### config.mk
export PLATFORM = sky130hd
export DESIGN_NAME = frac_mac_modulo
export DESIGN_NICKNAME = d
export VERILOG_FILES = /design/src/rtl/frac_mac_modulo.sv
export SDC_FILE = /design/constraint.sdc
export NUM_CORES = 1
export LEC_CHECK = 0
export ABC_AREA = 1
export ABC_CLOCK_PERIOD_IN_PS = 13490
export BUFFER_PORTS_ARGS = -buffer_cell sky130_fd_sc_hd__buf_2
export CAP_MARGIN = 20
export CORE_MARGIN = 5
export CORE_UTILIZATION = 45
export DETAILED_ROUTE_END_ITERATION = 12
export GPL_ROUTABILITY_DRIVEN = 0
export SLEW_MARGIN = 10
export SYNTH_ARGS = -nofsm -noshare
export SYNTH_HDL_FRONTEND = slang
export SYNTH_SLANG_ARGS = --single-unit
### constraint.sdc
create_clock -name clk -period 13.49 [get_ports clk]
set_input_delay 0 -clock clk [delete_from_list [all_inputs] [get_ports clk]]
set_output_delay 0 -clock clk [all_outputs]
set_load 0.005 [all_outputs]
### src/rtl/frac_mac_modulo.sv
module frac_mac_modulo #(
  parameter int DW = 16,
  parameter int GW = 4,
  parameter int AW = 16,
  parameter int MW = 8
) (
  input  logic              clk,
  input  logic              rst_n,
  input  logic              mac_en,
  input  logic              clr,
  input  logic              ld,
  input  logic [2*DW+GW-1:0] ld_val,
  input  logic              ovf_clr,
  input  logic [DW-1:0]     op_a,
  input  logic [DW-1:0]     op_b,
  input  logic [MW-1:0]     size_mask,
  input  logic              ptr_ld,
  input  logic [AW-1:0]     coef_base,
  input  logic [AW-1:0]     samp_base,
  output logic [AW-1:0]     coef_ptr,
  output logic [AW-1:0]     samp_ptr,
  output logic [2*DW+GW-1:0] acc,
  output logic              ovf
);
  localparam int PW  = 2*DW;
  localparam int ACW = PW + GW;
  localparam logic [DW-1:0] MINV = {1'b1, {(DW-1){1'b0}}};

  logic signed [PW-1:0] raw;
  logic [PW-1:0]  prod;
  logic [ACW-1:0] base;
  logic [ACW:0]   sum;
  logic           sum_ovf;
  logic [AW-1:0]  mask;

  assign raw     = $signed(op_a) * $signed(op_b);
  assign prod    = (op_a == MINV && op_b == MINV) ? {1'b0, {(PW-1){1'b1}}}
                                                  : {raw[PW-2:0], 1'b0};
  assign base    = clr ? '0 : acc;
  assign sum     = {base[ACW-1], base} + {{(GW+1){prod[PW-1]}}, prod};
  assign sum_ovf = sum[ACW] ^ sum[ACW-1];
  assign mask    = {{(AW-MW){1'b0}}, size_mask};

  function automatic logic [AW-1:0] step(input logic [AW-1:0] p, input logic [AW-1:0] m);
    return (p & ~m) | ((p + 1'b1) & m);
  endfunction

  always_ff @(posedge clk) begin
    if (!rst_n) begin
      acc <= '0;
      ovf <= 1'b0;
    end else begin
      if (ld)          acc <= ld_val;
      else if (mac_en) acc <= sum[ACW-1:0];
      else if (clr)    acc <= '0;
      if (mac_en && !ld && sum_ovf) ovf <= 1'b1;
      else if (ovf_clr)             ovf <= 1'b0;
    end
  end

  always_ff @(posedge clk) begin
    if (!rst_n) begin
      coef_ptr <= '0;
      samp_ptr <= '0;
    end else if (ptr_ld) begin
      coef_ptr <= coef_base;
      samp_ptr <= samp_base;
    end else if (mac_en) begin
      coef_ptr <= step(coef_ptr, mask);
      samp_ptr <= step(samp_ptr, mask);
    end
  end

  a_r1_reset_state: assert property (@(posedge clk) !rst_n |=> (acc == '0 && !ovf && coef_ptr == '0 && samp_ptr == '0));
  a_r4_idle_hold: assert property (@(posedge clk) disable iff (!rst_n) (!mac_en && !clr && !ld) |=> $stable(acc));
  a_r5_clear_alone: assert property (@(posedge clk) disable iff (!rst_n) (clr && !mac_en && !ld) |=> acc == '0);
  a_r6_load: assert property (@(posedge clk) disable iff (!rst_n) ld |=> acc == $past(ld_val));
  a_r7_sticky: assert property (@(posedge clk) disable iff (!rst_n) (ovf && !ovf_clr) |=> ovf);
  a_r8_upper_fixed: assert property (@(posedge clk) disable iff (!rst_n)
    (mac_en && !ptr_ld) |=> ((coef_ptr & ~$past(mask)) == ($past(coef_ptr) & ~$past(mask))
                          && (samp_ptr & ~$past(mask)) == ($past(samp_ptr) & ~$past(mask))));
  a_r8_wrap: assert property (@(posedge clk) disable iff (!rst_n)
    (mac_en && !ptr_ld && (coef_ptr & mask) == mask) |=> (coef_ptr & $past(mask)) == '0);
  a_r9_ptr_load: assert property (@(posedge clk) disable iff (!rst_n)
    ptr_ld |=> (coef_ptr == $past(coef_base) && samp_ptr == $past(samp_base)));
endmodule

==> results.tsv, run 1 <==
metric	value	unit
start_util	45.59	%
grt_busiest_layer	met2	
antenna_found_initial	1	
crit_path_end_kind	register	
fin_util	51.61	%
yosysUniqueCellTypes	48	
grt_first_pass_wirelength	71.77	mm
final_cell_mix	inv_1, nand2_1, fa_1, buf_2, nor2_1	
path_clk_slew	0.06	ns
gr-total-overflow	0	
drt_iter0_drc	750	
worst-path-buf-inv	7	
hp-class	in -> reg	
use_met3	3.895	%
post_drt_via_cell_ratio	4.972	
rows	67	
drive_gt1_share	10.70	%
die-area	37850	um^2
critical_path_class	in -> reg	
critPathTopFamily	adder cells	
num_vias	13710	
rsz0062_at_grt	false	
die_x	194.5	um
grt_usage	22.88	%
ios	184	
crit_top_cell	nand2_1	
grt_max_degree	43	
met2_usage	36.77	%
synth_area	15330	um^2
tightest_slew	1.021	ns
fin_nets	2791	
port-buffer-count	183	
cp.arrival	7.70	ns
multiInputGateArea	11540	um^2
grt_pass1_vias	14000	
ys_seq_elements	69	
critPathMaxFanout	17	
use_met1	32.49	%
numCtsBuffers	9	
clkLatencyLatePin	0.34	ns
cts_setup_buffers	0	
setup_violations	0	
min_period_over_period	55.62	%
ys_seq_area_share	9.013	%
core_area	33620	um^2
cp.required	13.69	ns
syn_inst	2143	
fin_crit	7.503	ns
cts_resized	0	
slew-limit-headroom	31.88	%
clockBufferDepth	2	
max_clock_freq	133.3	MHz
outcome	finished, final reports clean	
postCtsHoldBufs	62	
cp_slowest_cell	fa_1	
avgSynthCellArea	7.152	um^2
clock-sinks	69	
dpl.hpwl	34.39	mm
htreeDepth	3	
wl	42.65	mm
fin_skew	0.009465	ns
wl_per_cell	15.46	um
cap_violations	0	
cts_tree	built	
final_max_slew_viol_count	0	
crit_path_start_kind	input pin	
ys_warn_count	0	
syn-num-nets	2630	
slowest_delay	0.54	ns
syn2layout_area_growth	13.19	%
drc_errors	0	
final-hold-violation-count	0	
first_pass_iters	5	
tns	0	ns
final-seq-area	1381	um^2
final_common_cell	inv_1	
die_h	194.5	um
clock-root-buffer	clkbuf_16	
ant_nets	0	
fillCellCount	3311	
==> cell usage after synthesis, drive strengths merged <==
| master | count | area share, % |
|---|---|---|
| a221oi | 2 | 0.11 |
| o21bai | 4 | 0.20 |
| dfxtp | 69 | 9.0 |
| a21o | 6 | 0.29 |
| fa | 257 | 34 |
| nand4 | 18 | 0.82 |
| o21a | 7 | 0.34 |
| buf | 8 | 0.38 |
| o211ai | 4 | 0.20 |
| inv | 535 | 13 |
| a21oi | 126 | 4.2 |
| o211a | 1 | 0.065 |
| o31ai | 1 | 0.049 |
| clkbuf | 89 | 2.2 |
| and3b | 1 | 0.057 |
| clkinv | 1 | 0.024 |
| xnor2 | 13 | 0.74 |
| o21ai | 103 | 3.4 |
| nand2 | 510 | 13 |
| nand3 | 56 | 2.0 |
| xor2 | 19 | 1.1 |
| a22oi | 5 | 0.24 |
| nor3 | 3 | 0.098 |
| nor3b | 1 | 0.049 |
| or2 | 22 | 0.90 |
| a21boi | 3 | 0.15 |
| a31oi | 24 | 0.98 |
| a211oi | 1 | 0.049 |
| ha | 115 | 9.4 |
| o22ai | 2 | 0.082 |
| nor4 | 5 | 0.24 |
| nor2 | 130 | 3.2 |
| o221ai | 1 | 0.057 |
| a211o | 1 | 0.057 |
==> path summary, 6_finish.rpt <==
path | cells after the start | slack [ns] | start | to
hold reg to reg | 2 | 0.50 | ovf | ovf
hold / removal | 3 | 0.008 | ld_val[30] | acc[30]
setup reg to reg | 17 | 10.40 | acc[0] | acc[28]
setup / recovery | 40 | 5.99 | op_a[10] | acc[35]
==> cell families (layout without fill, tap and decap cells) <==
logic type,after synthesis,in the layout,share of synthesized area (%)
AO/OA/AOI/OAI,291,291,10.47
XOR/XNOR,32,32,1.829
AND/OR/NAND/NOR,746,746,20.04
buffers and inverters,633,799,15.68
adder cells (fa/ha/maj),372,372,42.96
flip-flops,69,69,9.013
other,0,1,0
==> per-stage QoR <==
stage               setup slack, ns  area (um^2)  hold slack (ns)  instances
finish                        5.987        17350         0.008143       2758
global route                  5.322        17350          0.02077       2758
floorplan                     6.350        15330           0.1349       2143
global placement              5.845        16430           0.2215       2679
detailed placement            5.694        16430           0.2314       2679
CTS                           6.040        17350         0.003704       2757
==> tightest hold or removal path, stage by stage <==
cell     delay, ns
buf_2         0.08
o21ai_0       0.09
a31oi_1       0.14
==> cell type report <==
class,instances,area share (%)
repair buffers,247,8.943
clock inverters,7,0.4255
clock buffers,9,1.298
inverters,536,11.60
multi-input cells,1441,66.53
flip-flops and latches,69,7.962
diodes,1,0.01442
well taps,448,3.231
==> per-layer routing <==
layer / wire (um) / vias up
met1: 19650 / 6552
met4: 828 / 0
met5: 0 / -
li1: - / 6718
met3: 2817 / 52
met2: 19350 / 390
Power of run 1 is left out: the tool's default activity adds up to more than one toggle a clock period on the data nets, which glitch-free logic cannot reach.
==> inputs of run 2 (changes only) <==
- ABC_CLOCK_PERIOD_IN_PS: 13490 -> 6500
- PLACE_DENSITY: not set -> 0.67
- clock period: 13.49 -> 6.5 ns (I/O delays scaled with it)
==> run 2 against run 1 <==
Effect of this change:
- global-route usage grew 0.34 points
- sequential cell count is the same
- utilization grew 7.1 points
- first-iteration DRC count grew 33%
- critical path depth shrank 3
- highest routed layer unchanged
==> results.tsv, run 2 (synthesis gave the netlist of run 1 again) <==
metric	value	unit
outcome	finished, final reports clean	
clock-sinks	69	
post_drt_via_cell_ratio	4.965	
grt_usage	23.21	%
slowest_delay	0.52	ns
final_common_cell	inv_1	
cp.required	6.76	ns
start_util	45.59	%
multiInputGateArea	12070	um^2
numCtsBuffers	9	
hp-class	in -> reg	
fillCellCount	2954	
drive_gt1_share	22.97	%
tns	0	ns
path_clk_slew	0.07	ns
critPathMaxFanout	7	
antenna_found_initial	0	
slew-limit-headroom	36.22	%
ios	184	
grt_first_pass_wirelength	73.94	mm
final-seq-area	1381	um^2
final_cell_mix	inv_1, nand2_1, fa_1, buf_4, buf_2	
rows	67	
syn2layout_area_growth	28.87	%
cap_violations	0	
grt_max_degree	43	
rsz0062_at_grt	true	
min_period_over_period	99.82	%
cts_tree	built	
final-hold-violation-count	0	
fin_skew	0.009786	ns
die-area	37850	um^2
port-buffer-count	183	
wl_met1	19.19	mm
core_area	33620	um^2
cp.arrival	6.75	ns
worst-path-buf-inv	8	
fin_nets	3007	
clockBufferDepth	2	
critPathTopFamily	adder cells	
max_clock_freq	154.1	MHz
cp_slowest_cell	fa_1	
drt_iter0_drc	999	
met2WireLength	21.50	mm
crit_path_start_kind	input pin	
dpl.hpwl	36.82	mm
setup_violations	0	
num_vias	14760	
maxUsedRoutingLayer	met4	
fin_crit	6.488	ns
final_max_slew_viol_count	0	
htreeDepth	3	
clock-root-buffer	clkbuf_16	
drc_errors	0	
critical_path_class	in -> reg	
crit_path_end_kind	register	
first_pass_iters	5	
grt_pass1_vias	15390	
clkLatencyLatePin	0.34	ns
diodes	0	
ant_nets	0	
die_x	194.5	um
tightest_slew	0.9509	ns
gr-total-overflow	0	
wl_per_cell	14.92	um
wl_met3	2.563	mm
wl	44.35	mm
die_h	194.5	um
[run 2: cell count changes in the layout (fill, tap and decap cells not counted), sizes merged]
cell | before | now
dlygate4sd3 | 62 | 61
bufinv | 1 | 2
clkbuf | 9 | 11
buf | 185 | 400
clkinv | 5 | 1
diode | 1 | 0
inv | 536 | 539
[run 2: worst paths after layout]
kind | cells after the start | from | to | slack (ns)
min reg2reg | 2 | ovf | ovf | 0.50
min | 4 | size_mask[6] | register | 0.005
max | 37 | op_a[15] | ovf | 0.01
max reg2reg | 17 | acc[0] | acc[28] | 3.63
[run 2: layer usage]
layer | vias up | GRT usage [%]
li1 | 7164 | -
met3 | 83 | 2.476
met4 | 0 | 5.911
met2 | 480 | 40.01
met1 | 7033 | 31.41
met5 | - | 0
[run 2: what timing repair did]
item | in CTS | in global routing
setup buffers | 8 | 9
resized for setup | 66 | 103
endpoints found under the setup margin | 13 | 20
endpoints found under the hold margin | 57 | 0
hold buffers | 61 | 0
cloned | 0 | 1
pin swaps | 31 | 38
[run 2: metrics by stage]
step           hold WS, ns  instance area (um^2)  worst slack, ns  utilization, %  std cells
6_report          0.005500                 19750          0.01195           58.75       2973
4_1_cts           0.001158                 19290        -0.001323           57.40       2963
2_1_floorplan       0.1349                 15660         -0.08412               -       2143
3_5_place_dp        0.2333                 18070          -0.6686           53.75       2878
3_3_place_gp        0.2226                 18040          -0.5134           53.67       2877
5_1_grt            0.01425                 19750          -0.3849           58.75       2973
[run 2: worst register-to-register path, stage by stage (launching register included)]
cell	delay, ns
dfxtp_1	0.30
nand2_1	0.08
inv_1	0.06
ha_1	0.20
fa_1	0.41
nand3_1	0.12
a21oi_1	0.08
nor2_1	0.22
o21ai_2	0.14
a21oi_2	0.18
o21ai_2	0.11
a21oi_4	0.22
o21ai_2	0.08
a21oi_1	0.17
inv_1	0.06
nand2_1	0.05
nand3_1	0.15
a21oi_2	0.19
[run 2: area by class of cell]
cell class | instances | area share [%]
clock buffers | 9 | 1.140
clock inverters | 7 | 0.5195
inverters | 536 | 10.20
multi-input cells | 1441 | 61.13
flip-flops and latches | 69 | 6.994
well taps | 448 | 2.838
repair buffers | 463 | 17.18
Power of run 2 is left out for the same reason.
